**src/rtl/wpos_pkg.sv**
```systemverilog
package wpos_pkg;

    parameter int unsigned PIX_W  = 12;
    parameter int unsigned LINE_W = 11;
    parameter int unsigned DATA_W = 24;
    localparam int unsigned CMP_W = 16;

    typedef struct packed {
        logic [PIX_W-1:0]  hoff;
        logic [PIX_W-1:0]  hlen;
        logic [LINE_W-1:0] voff;
        logic [LINE_W-1:0] vlen;
    } win_cfg_t;

    // true when idx lies in [start, start+len)
    function automatic logic span_hit(input logic [CMP_W-1:0] idx,
                                      input logic [CMP_W-1:0] start,
                                      input logic [CMP_W-1:0] len);
        return (idx >= start) && ((idx - start) < len);
    endfunction

endpackage

```
**src/rtl/wpos_edge.sv**
```systemverilog
module wpos_edge (
    input  logic clk,
    input  logic rst,
    input  logic lvl_i,
    output logic rise_o
);
    logic prev_q;

    always_ff @(posedge clk) begin
        if (rst) prev_q <= 1'b0;
        else     prev_q <= lvl_i;
    end

    assign rise_o = lvl_i & ~prev_q;

    // a detected rise can never repeat on the next cycle
    a_r2_single_rise: assert property (@(posedge clk) disable iff (rst)
        rise_o |=> !rise_o);
endmodule

```
**src/rtl/wpos_counter.sv**
```systemverilog
module wpos_counter #(
    parameter int unsigned W = 12
) (
    input  logic         clk,
    input  logic         rst,
    input  logic         clr_i,
    input  logic         inc_i,
    output logic [W-1:0] idx_o
);
    localparam logic [W-1:0] TOP = {W{1'b1}};

    logic [W-1:0] cnt_q;

    always_comb begin
        if (clr_i)                     idx_o = '0;
        else if (inc_i && cnt_q != TOP) idx_o = cnt_q + 1'b1;
        else                           idx_o = cnt_q;
    end

    always_ff @(posedge clk) begin
        if (rst) cnt_q <= '0;
        else     cnt_q <= idx_o;
    end

    // a saturated count stays put until cleared
    a_r8_saturate: assert property (@(posedge clk) disable iff (rst)
        (cnt_q == TOP && !clr_i) |=> (cnt_q == TOP));
endmodule

```
**src/rtl/wpos_shadow.sv**
```systemverilog
module wpos_shadow
    import wpos_pkg::*;
(
    input  logic     clk,
    input  logic     rst,
    input  logic     load_i,
    input  win_cfg_t cfg_i,
    output win_cfg_t eff_o,
    output win_cfg_t shd_o
);
    win_cfg_t shd_q;

    always_ff @(posedge clk) begin
        if (rst)         shd_q <= '0;
        else if (load_i) shd_q <= cfg_i;
    end

    assign eff_o = load_i ? cfg_i : shd_q;
    assign shd_o = shd_q;

    // settings are frozen between vertical sync rises
    a_r6_hold: assert property (@(posedge clk) disable iff (rst)
        !load_i |=> $stable(shd_q));
endmodule

```
**src/rtl/wpos_top.sv**
```systemverilog
module wpos_top
    import wpos_pkg::*;
(
    input  logic              clk,
    input  logic              rst,
    input  logic              hsync_i,
    input  logic              vsync_i,
    input  logic [DATA_W-1:0] pix_i,
    input  logic [PIX_W-1:0]  hoff_i,
    input  logic [PIX_W-1:0]  hlen_i,
    input  logic [LINE_W-1:0] voff_i,
    input  logic [LINE_W-1:0] vlen_i,
    output logic [DATA_W-1:0] pix_o,
    output logic              act_o,
    output logic [PIX_W-1:0]  x_o,
    output logic [LINE_W-1:0] y_o
);
    localparam int unsigned N_SYNC = 2;

    logic [N_SYNC-1:0] sync_lvl;
    logic [N_SYNC-1:0] sync_rise;
    logic              hrise;
    logic              vrise;

    assign sync_lvl = {vsync_i, hsync_i};

    for (genvar g = 0; g < N_SYNC; g++) begin : g_edge
        wpos_edge u_edge (
            .clk    (clk),
            .rst    (rst),
            .lvl_i  (sync_lvl[g]),
            .rise_o (sync_rise[g])
        );
    end

    assign hrise = sync_rise[0];
    assign vrise = sync_rise[1];

    win_cfg_t cfg_in, eff, shd;
    assign cfg_in = '{hoff: hoff_i, hlen: hlen_i, voff: voff_i, vlen: vlen_i};

    wpos_shadow u_shadow (
        .clk    (clk),
        .rst    (rst),
        .load_i (vrise),
        .cfg_i  (cfg_in),
        .eff_o  (eff),
        .shd_o  (shd)
    );

    logic [PIX_W-1:0]  pidx;
    logic [LINE_W-1:0] lidx;

    wpos_counter #(.W(PIX_W)) u_pix_cnt (
        .clk   (clk),
        .rst   (rst),
        .clr_i (hrise),
        .inc_i (1'b1),
        .idx_o (pidx)
    );

    wpos_counter #(.W(LINE_W)) u_line_cnt (
        .clk   (clk),
        .rst   (rst),
        .clr_i (vrise),
        .inc_i (hrise),
        .idx_o (lidx)
    );

    logic h_hit, v_hit, in_win;

    assign h_hit  = span_hit(CMP_W'(pidx), CMP_W'(eff.hoff), CMP_W'(eff.hlen));
    assign v_hit  = span_hit(CMP_W'(lidx), CMP_W'(eff.voff), CMP_W'(eff.vlen));
    assign in_win = h_hit & v_hit;

    always_ff @(posedge clk) begin
        if (rst) begin
            act_o <= 1'b0;
            pix_o <= '0;
            x_o   <= '0;
            y_o   <= '0;
        end else begin
            act_o <= in_win;
            pix_o <= in_win ? pix_i : '0;
            x_o   <= in_win ? (pidx - eff.hoff) : '0;
            y_o   <= in_win ? (lidx - eff.voff) : '0;
        end
    end

    // idle outputs are zero
    a_r5_idle_zero: assert property (@(posedge clk) disable iff (rst)
        !act_o |-> (pix_o == '0 && x_o == '0 && y_o == '0));

    // coordinates stay inside the loaded window size
    a_r3_x_bound: assert property (@(posedge clk) disable iff (rst)
        act_o |-> (x_o < shd.hlen && y_o < shd.vlen));

    // a pixel on an hsync rise can only be active as column 0
    a_r2_hrestart: assert property (@(posedge clk) disable iff (rst)
        hrise |=> (!act_o || x_o == '0));

    // a pixel on a vsync rise can only be active as row 0
    a_r4_vrestart: assert property (@(posedge clk) disable iff (rst)
        vrise |=> (!act_o || y_o == '0));
endmodule

```
**config.mk**
```make
export PLATFORM = sky130hd
export DESIGN_NAME = wpos_top
export DESIGN_NICKNAME = d
export VERILOG_FILES = /design/src/rtl/wpos_pkg.sv /design/src/rtl/wpos_edge.sv /design/src/rtl/wpos_counter.sv /design/src/rtl/wpos_shadow.sv /design/src/rtl/wpos_top.sv
export SDC_FILE = /design/constraint.sdc
export NUM_CORES = 1
export LEC_CHECK = 0
export BUFFER_PORTS_ARGS = -buffer_cell sky130_fd_sc_hd__clkbuf_2
export CAP_MARGIN = 20
export CORE_ASPECT_RATIO = 0.5
export CORE_MARGIN = 2
export CORE_UTILIZATION = 39
export CTS_CLUSTER_SIZE = 8
export DETAILED_ROUTE_END_ITERATION = 10
export PLACE_DENSITY = 0.64
export SYNTH_ARGS = -nofsm -noshare
export SYNTH_HDL_FRONTEND = slang
export SYNTH_HIERARCHICAL = 1
export SYNTH_SLANG_ARGS = --single-unit
```
**constraint.sdc**
```tcl
create_clock -name clk -period 5.5 [get_ports clk]
set_input_delay 0.55 -clock clk [delete_from_list [all_inputs] [get_ports clk]]
set_output_delay 0.55 -clock clk [all_outputs]
set_load 0.01 [all_outputs]
```
# Word-level counts from Yosys, hierarchy flattened
# Cells that the tools add are included.
dict set report word_totals {
  output_inout_bits 48
  reg_bits 119
  word_cells 39
  input_bits 74
}
dict set report classes {
  n_mux 5
  bitwise 6
  n_eq_ne 2
  n_reduce_logical 4
  n_lt_le_gt_ge 4
  add_sub_neg 6
}
# operator n
set op_table {}
lappend op_table {{46-bit 2-to-1 mux} 1}
lappend op_table {{12-bit 2-to-1 mux} 2}
lappend op_table {{11-bit 2-to-1 mux} 2}
lappend op_table {{16-bit by 11-bit less-than comparator with 1-bit output} 1}
lappend op_table {{16-bit by 12-bit less-than comparator with 1-bit output} 1}
lappend op_table {{12-bit by 12-bit subtractor with 13-bit output} 1}
lappend op_table {{12-bit by 1-bit adder with 12-bit output (second input constant)} 1}
lappend op_table {{12-bit >= comparator} 1}
lappend op_table {{12-bit inequality test (second input constant)} 1}
lappend op_table {{11-bit by 11-bit subtractor with 12-bit output} 1}
lappend op_table {{12-bit subtractor} 1}
lappend op_table {{11-bit by 1-bit adder with 11-bit output (second input constant)} 1}
lappend op_table {{11-bit >= comparator} 1}
lappend op_table {{11-bit inequality test (second input constant)} 1}
lappend op_table {{11-bit subtractor} 1}
lappend op_table {{1-bit AND} 3}
lappend op_table {{1-bit logical AND} 3}
lappend op_table {{1-bit inverter} 3}
lappend op_table {{2-bit OR reduction} 1}

# Logic depth before layout (Yosys ltp)
# Gate-level depths: netlist of run 1.
dict set report depth {
  depth_word 11
  depth_mapped 23
  ltp_nobuf 22
}

# Modules after synthesis
# The synthesis of run 1 kept the hierarchy.
# module area_per_inst_um2 cells_per_inst instances
set modules_own_cells {}
lappend modules_own_cells {wpos_top 2906.5 330 1}
lappend modules_own_cells {wpos_shadow 1948.1 147 1}
lappend modules_own_cells {{wpos_counter at u_pix_cnt} 738.2 89 1}
lappend modules_own_cells {{wpos_counter at u_line_cnt} 630.6 75 1}
lappend modules_own_cells {wpos_edge 47.5 3 2}

# Least setup slack after synthesis of run 1
# No wires, ideal clock.
dict set report synth_timing {
  kind {register to register}
  startpoint {reg u_line_cnt.cnt_q[0]}
  endpoint {reg x_o[4]}
  arrival_time_ns 4.547
  path_stages_with_launch 23
  required_time_ns 5.441
  path_slack_ns 0.894
  period_less_slack_ns 4.606
  path_cell_list {dfxtp_1 -> ha_1 -> nand4_1 -> o31ai_2 -> xor2_1 -> nor2_1 -> inv_1 -> ha_1 -> inv_1 -> fa_1 -> a21o_1 -> a31o_2 -> a31o_2 -> or4b_2 -> o21ai_0 -> or2_2 -> ha_1 -> nor2b_1 -> a2111o_1 -> a211o_1 -> nor3_4 -> clkbuf_2 -> and2_1}
}
dict set report synth_via {
  elab_chain_cells 10
}
# item line_no
set synth_rtl {}
lappend synth_rtl {{start, declared} wpos_counter.sv:12} ;# logic [W-1:0] cnt_q;
lappend synth_rtl {{start signal, assigned} wpos_counter.sv:22} ;# else cnt_q <= idx_o;
lappend synth_rtl {{branches (longest 2 deep; another with 11-bit by 1-bit adder with 11-bit output)} n/a}
lappend synth_rtl {{11-bit 2-to-1 mux (*)} wpos_counter.sv:16} ;# else if (inc_i && cnt_q != TOP) idx_o = cnt_q + 1'b1;
lappend synth_rtl {{11-bit 2-to-1 mux (*)} wpos_counter.sv:15} ;# if (clr_i) idx_o = '0;
lappend synth_rtl {{net lidx[0]} wpos_top.sv:52} ;# logic [LINE_W-1:0] lidx;
lappend synth_rtl {{11-bit by 11-bit subtractor with 12-bit output} wpos_pkg.sv:19} ;# return (idx >= start) && ((idx - start) < len);
lappend synth_rtl {{16-bit by 11-bit less-than comparator with 1-bit output} wpos_pkg.sv:19}
lappend synth_rtl {{1-bit logical AND (*)} wpos_pkg.sv:19}
lappend synth_rtl {{1-bit AND (*)} wpos_top.sv:74} ;# assign in_win = h_hit & v_hit;
lappend synth_rtl {{1-bit inverter (no source line) (*)} n/a}
lappend synth_rtl {{2-bit OR reduction (no source line) (*)} n/a}
lappend synth_rtl {{end signal, assigned} wpos_top.sv:85} ;# x_o <= in_win ? (pidx - eff.hoff) : '0;
lappend synth_rtl {{end, declared} wpos_top.sv:15} ;# output logic [PIX_W-1:0] x_o,
# Mark *: on every way through the listed nets, which the timed path passes.
# A chain may end at the register's enable or synchronous reset.

# Worst setup path in the final report of run 1
dict set report layout_timing {
  startpoint {reg u_line_cnt.cnt_q[0]}
  endpoint {reg x_o[2]}
}
# Same word-level chain as after synthesis.

==> flow_summary.toml, run 1 <==
[power_and_ir_drop]
combPwrFrac = 0.154
clkPwrFrac = 0.472
p_int_mw = 1.749
p_seq_frac = 0.375
p_leak_nw = 3.553
p_sw_uw = 630.3
swShare = 0.2649
power_density_mw_per_mm2 = 307.1
vdd_drop_max_v = 0.0002220

[routing]
wl_met3_um = 465
routed_wl_um = 14140
postRouteAntennaNets = 0
drt-initial-drc-count = 231
met2_length_um = 6597
wl_per_cell_um = 14.15
drt-met1-wl_um = 6912
maxUsedRoutingLayer = "met4"
dr.pass1.iters = 5
drc = 0
vias_per_cell = 4.849
dr_total_vias = 4844

[synth]
synth_cell_types = 70
synth_top_area_share = 0.3770
ys_top_cells_by_count = "dfxtp_1, nor2_1, inv_1, nor2b_1, ha_1"
async_flop_share = 0
syn_avg_cell_area_um2 = 9.766
synth.most_common_cell = "dfxtp_1"
synth-seq-cells = 119
synth_top_area_cell = "dfxtp_1"
synth-main-ff-cell = "dfxtp_1"
yosys-top-cells-area = "dfxtp_1, mux2_4, ha_1"
syn_inst = 647
synth_edf_count = 0
synth_area_mm2 = 0.006319
ys_seq_area_frac = 0.3770
ys_warn_count = 6

[timing]
fin_crit_ns = 5.081
setup_viol_count_final = 0
tightest_slew_ns = 0.6396
finalCritPeriodShare = 0.9238
tns_ns = 0
final_hold_viol_count = 0
finalMaxSlewViolations = 0
max_slew_margin = 0.5736
skew_ns = 0.01148
max_freq_mhz = 196.8
rsz0062_at_grt = "false"

[min_path]
hp-class = "in -> reg"
hp-start = "pix_i[3]"
holdPathStages = 2
holdPathEnd = "pix_o[3]$_SDFF_PP0_"

[cells_and_area]
stdcell_area_mm2 = 0.007746
nets = 904
drive_gt1_frac = 0.2994
diodes = 0
stdcell_count = 999
layout-area-overhead-vs-synth_pct = 22.59

[floorplanning]
die_w_um = 184.0
ios = 122
die_h_um = 94.01
rows = 32
start_util = 0.4046
core_area_mm2 = 0.01562
fp.dieArea_mm2 = 0.01730

[placed_design]
place.gp.congestion = 0.8219
dpl-instance-area_mm2 = 0.007151
placedCellCount = 967
dp_hpwl_um = 10470
io_buffers = 121

[clock_network]
cts_made_buffers = 17
cts_max_level = 4
clkSlewWorstSetupHoldPaths_ns = 0.06
insertion_delay_ns = 0.41
cts_root_buf = "clkbuf_16"
holdBufCountCts = 0
clockBufferDepth = 2
tritoncts = "yes"
clkSinkCount = 119

[worst_setup_path]
critical-path-slowest-cell = "fa_1"
cp_common_cell = "ha_1"
setup.worst_path.start_class = "register"
timing.rr.start = "u_line_cnt/cnt_q[0]$_SDFF_PP0_"
end_kind = "register"
r2r_slack_ns = 0.42
crit_arrival_ns = 5.43
worst-r2r-cell-count = 22
cp_cell_sequence = "ha_1 -> nand4_1 -> o31ai_2 -> xor2_1 -> nor2_1 -> inv_1 -> ha_1 -> inv_1 -> fa_1 -> a21o_1 -> a31o_2 -> a31o_2 -> or4b_2 -> o21ai_0 -> or2_2 -> ha_1 -> nor2b_1 -> a2111o_1 -> a211o_1 -> nor3_4 -> buf_4 -> and2_1"
r2r-end = "x_o[2]$_SDFF_PP0_"
cpPeakStageDelay_ns = 0.40
worst-setup-path-type = "reg -> reg"
critPathRequiredTime_ns = 5.85
cp-startpoint = "u_line_cnt/cnt_q[0]$_SDFF_PP0_"
cp_max_fo = 22

[grt]
grt_pass1_wl_um = 23200
grt_usage = 0.1714
overflow = 0
antenna_found_initial = 0
grt_max_degree = 54
grt_pass1_vias = 4809

[run]
max-cap-violations = 0

[status]
status = "finished, final reports clean"
==> logic make-up (layout without fill, tap and decap cells) <==
family | count (synthesis) | count (layout) | share of synthesized area
buffers and inverters | 72 | 215 | 0.05089
and+or+nand+nor | 237 | 237 | 0.2196
AOI/OAI and AO/OA | 90 | 90 | 0.09881
xor gates and xnor gates | 25 | 25 | 0.03465
DFF | 119 | 119 | 0.3770
muxes | 55 | 55 | 0.1210
adders and majority gates | 48 | 48 | 0.09743
other | 1 | 6 | 0.0005935
==> layout by cell type, fill, tap and decap left out, types with 4 or more instances in the layout <==
| cell type | count |
|---|---|
| clkbuf_2 | 121 |
| dfxtp_1 | 119 |
| nor2_1 | 54 |
| inv_1 | 51 |
| nor2b_1 | 49 |
| ha_1 | 46 |
| and2_1 | 43 |
| mux2_4 | 41 |
| a21oi_1 | 27 |
| nand2_1 | 22 |
| o21ai_0 | 19 |
| clkbuf_16 | 17 |
| xnor2_1 | 14 |
| xor2_1 | 11 |
| buf_4 | 11 |
| nand3_1 | 9 |
| nand4_1 | 7 |
| mux2i_1 | 7 |
| and3_1 | 7 |
| mux2_2 | 7 |
| nor3_1 | 6 |
| a21o_1 | 6 |
| conb_1 | 6 |
| nand2b_1 | 5 |
| o31ai_1 | 4 |
| a211oi_1 | 4 |
| nor4_1 | 4 |
| nor2b_4 | 4 |
| or3_1 | 4 |
==> state kept, by name (all words and copies together) (netlist names) <==
register,count
u_line_cnt/cnt_q,11
act_o,1
g_edge.u_edge/prev_q,2
pix_o,24
u_pix_cnt/cnt_q,12
x_o,12
u_shadow/shd_o,46
y_o,11
==> critical path: cells and delay by family, from the launching register on <==
family	cells	cell delay, ns
fa+ha+maj	4	1.11
xor+xnor	1	0.23
simple gates	7	1.13
compound gates	7	1.79
flops	1	0.37
buf+inv	3	0.37
==> layout make-up <==
cell class	instances	area (µm²)
clock buffer	19	442.9
clock inverter	13	145.1
fill	1481	7869
inverter	51	191.4
multi-input combinational	461	3641
sequential	119	2382
tap	204	255.2
timing repair buffer	132	688.2
==> power groups by stage <==
stage / clock network, mW / registers [mW] / logic (mW)
CTS: 1.14 / 0.892 / 0.368
floorplan: 0 / 0.908 / 0.270
global route: 1.18 / 0.893 / 0.410
finish: 1.12 / 0.892 / 0.365
global placement: 0 / 0.910 / 0.355
detailed placement: 0 / 0.911 / 0.361
==> worst max path at each step <==
| stage | end | slack [ns] | cells after the start |
|---|---|---|---|
| after floorplan | x_o[4]$_SDFF_PP0_ | 0.89 | 22 |
| after global placement | pix_o[6]$_SDFF_PP0_ | 0.51 | 19 |
| after detailed placement | pix_o[5]$_SDFF_PP0_ | 0.42 | 21 |
| after CTS | x_o[2]$_SDFF_PP0_ | 0.33 | 21 |
| after global routing | x_o[2]$_SDFF_PP0_ | 0.02 | 23 |
| final | x_o[2]$_SDFF_PP0_ | 0.42 | 22 |
==> metal layers <==
layer,global-route usage,vias up
met2,0.2906,64
met1,0.2176,2279
met5,0,-
met3,0.03721,15
li1,-,2486
met4,0.05733,0
==> through the flow <==
| stage | power, mW | hold WS (ns) | util | worst slack, ns |
|---|---|---|---|---|
| after global routing | 2.484 | 0.3251 | 0.4961 | 0.01967 |
| final | 2.379 | 0.3301 | 0.4961 | 0.4191 |
| after global placement | 1.265 | 0.5179 | 0.4579 | 0.5126 |
| after detailed placement | 1.271 | 0.5291 | 0.4579 | 0.4152 |
| after CTS | 2.403 | 0.3199 | 0.4956 | 0.3266 |
| after floorplan | 1.178 | 0.4894 | - | 0.8945 |
==> what timing repair did <==
item                                    4_1_cts  5_1_grt
endpoints found under the setup margin        0       19
setup buffers                                 0        0
resized for setup                             0        1
(Power assumes the default switching activity.)
==> run 2, diff against run 1 <==
--- a/config.mk
+++ b/config.mk
@@ -15,5 +15,4 @@
 export PLACE_DENSITY = 0.64
 export SYNTH_ARGS = -nofsm -noshare
 export SYNTH_HDL_FRONTEND = slang
-export SYNTH_HIERARCHICAL = 1
 export SYNTH_SLANG_ARGS = --single-unit
==> run 2 against run 1 <==
Net effect: die area down 10%; clock skew down 0.0059 ns; combinational power fell by 8.2%; count of clock-buffer cells in the layout decreased by 2; routed wire length down 5.6%; sequential power about the same; maximum frequency is 0.75% higher; cell count shrank 7.2%; clock power shrank 11%; sequential cell count is the same; critical endpoint is now pix_o[18]$_SDFF_PP0_; critical path type unchanged; via count down 6.9%; setup slack improved by 0.038 ns.
==> flow_summary.toml, run 2 <==
[clock_network]
cts_made_buffers = 17
cts_max_level = 4
clkSinkCount = 119
clockBufferDepth = 2
insertion_delay_ns = 0.41
cts_root_buf = "clkbuf_16"
clkSlewWorstSetupHoldPaths_ns = 0.06
tritoncts = "yes"

[synth]
ys_warn_count = 0
yosys.area_share.adder = 0.1057
synth-seq-cells = 119
synthXorXnorAreaFrac = 0.04972
synth_compound_area_frac = 0.09656
synth_top_family_by_area = "simple AND/OR/NAND/NOR gates"
synth_edf_count = 0
synth_area_mm2 = 0.005637
async_flop_share = 0
yosys.area_share.simple = 0.2080
ys_seq_area_frac = 0.4226
synth-main-ff-cell = "dfxtp_1"
synth.most_common_cell = "dfxtp_1"
syn_avg_cell_area_um2 = 9.426
synth_cell_types = 50
yosys-top-cells-area = "dfxtp_1, ha_1, mux2i_1"
synth_top_area_cell = "dfxtp_1"
syn-num-nets = 719
syn_inst = 598
synthMuxAreaShare = 0.08835
ys_top_cells_by_count = "dfxtp_1, nor2_1, ha_1, mux2i_1, and2_1"
synth_top_area_share = 0.4226

[routing]
routed_wl_um = 13350
dr.pass1.iters = 4
dr_total_vias = 4508
drc = 0
postRouteAntennaNets = 0
vias_per_cell = 4.863
drt-initial-drc-count = 193
wl_per_cell_um = 14.40

[timing]
finalMaxSlewViolations = 0
tightest_slew_ns = 0.7662
skew_ns = 0.005568
final_hold_viol_count = 0
tns_ns = 0
max_freq_mhz = 198.3
fin_ws_ns = 0.4571
timing.hold.ws_ns = 0.3408
setup_viol_count_final = 0
rsz0062_at_grt = "false"
fin_crit_ns = 5.043
max_slew_margin = 0.4892
finalCritPeriodShare = 0.9169

[floorplanning]
fp.dieArea_mm2 = 0.01549
core_area_mm2 = 0.01381
start_util = 0.4081
die_w_um = 174.0
die_h_um = 89.01
ios = 122
rows = 30

[grt]
grt_usage = 0.1766
overflow = 0
grt_max_degree = 73
antenna_found_initial = 0
grt_pass1_wl_um = 21210
grt_pass1_vias = 4210

[worst_setup_path]
end_kind = "register"
crit_arrival_ns = 5.39
setup.worst_path.start_class = "register"
cp_max_fo = 42
critPathRequiredTime_ns = 5.85
worst-setup-path-type = "reg -> reg"

[power_and_ir_drop]
vdd_drop_max_v = 0.0002192
p_leak_nw = 3.242
power_mw = 2.220
power_density_mw_per_mm2 = 318.9

[cells_and_area]
register_area_mm2 = 0.002382
final_common_cell = "clkbuf_2"
drive_gt1_frac = 0.2381
multi_input_area_mm2 = 0.003098
layout-area-overhead-vs-synth_pct = 23.46
nets = 843
stdcell_area_mm2 = 0.006959
diodes = 0
largest_reg_flops = 46
layout_common_cells = "clkbuf_2, dfxtp_1, nor2_1, mux2i_1, ha_1"
num-fill-cells = 1303

[placed_design]
dpl-instance-area_mm2 = 0.006416
io_buffers = 121
dp_hpwl_um = 10130
place_ws_ns = 0.3047
place.gp.congestion = 0.8658

[run]
max-cap-violations = 0

[status]
status = "finished, final reports clean"

[min_path]
hp-class = "in -> reg"
==> run 2: cell count changes after synthesis, sizes merged, moves of 5 or more <==
| cell | delta |
|---|---|
| nand2 | +10 |
| nand3 | +5 |
| a31oi | +7 |
| nor2 | +29 |
| o21ai | -7 |
| nor2b | -36 |
| mux2 | -45 |
| nor3 | +15 |
| and3 | -10 |
| inv | -39 |
| mux2i | +39 |
| xor2 | +6 |
==> run 2: path summary, 6_finish.rpt <==
kind                                 startpoint                             to  slack (ns)  cells past startpoint
hold reg to reg   u_shadow.shd_o[11]$_SDFF_PP0_  u_shadow.shd_o[11]$_SDFF_PP0_        0.46                      2
hold / removal                         pix_i[1]            pix_o[1]$_SDFF_PP0_        0.34                      2
setup / recovery  u_pix_cnt.cnt_q[0]$_SDFF_PP0_           pix_o[18]$_SDFF_PP0_        0.46                     23
setup reg to reg  u_pix_cnt.cnt_q[0]$_SDFF_PP0_           pix_o[18]$_SDFF_PP0_        0.46                     23
==> run 2: logic make-up (layout without fill, tap and decap cells) <==
logic type,count (synthesis),in the layout
buf+inv,35,172
flops,119,119
compound gates,78,78
fa+ha+maj,47,47
xor+xnor,32,32
simple gates,238,238
mux,49,49
==> run 2: final cells by class <==
class | instances | area share
Inverter | 13 | 0.008091
Clock inverter | 15 | 0.01528
Tap cell | 192 | 0.03452
Clock buffer | 17 | 0.06113
Timing Repair Buffer | 127 | 0.09349
Sequential cell | 119 | 0.3423
Multi-Input combinational cell | 444 | 0.4452
==> run 2: report_power, final <==
group	internal [mW]	switching, mW
clock network	0.575	0.418
registers	0.885	0.00687
logic	0.146	0.189
total	1.61	0.614
==> run 2: timing repair <==
action | in CTS | in global routing
resized for setup | 0 | 4
buffers inserted | 0 | 0
hold buffers | 0 | 0
setup endpoints to repair | 0 | 42
==> run 2: per-stage QoR <==
step           utilization  cells
4_1_cts             0.5030    927
3_5_place_dp        0.4645    895
2_1_floorplan            -    598
6_report            0.5038    927
3_3_place_gp        0.4645    895
5_1_grt             0.5038    927
==> run 2: layer usage <==
metal | part of all wire | global-route usage | up-vias
li1 | - | - | 2328
met1 | 0.52 | 0.2497 | 2061
met2 | 0.42 | 0.2655 | 108
met3 | 0.056 | 0.04592 | 11
met4 | 0.0085 | 0.05424 | 0
met5 | 0 | 0 | -
==> run 2: worst max-delay path: stages (launching register included) <==
cell	delay, ns
dfxtp_1	0.37
ha_1	0.23
nand2_1	0.10
nor2_1	0.24
nand3_2	0.24
xor2_1	0.19
nand2_1	0.10
ha_1	0.22
fa_1	0.40
nor2b_1	0.12
o21ai_0	0.10
a21o_1	0.21
a31oi_1	0.28
a21o_1	0.17
a21oi_1	0.07
xnor2_1	0.26
ha_1	0.31
nand4_1	0.10
nor2_1	0.06
a221oi_1	0.25
nand4b_1	0.14
a221o_2	0.44
inv_8	0.21
and2_1	0.15
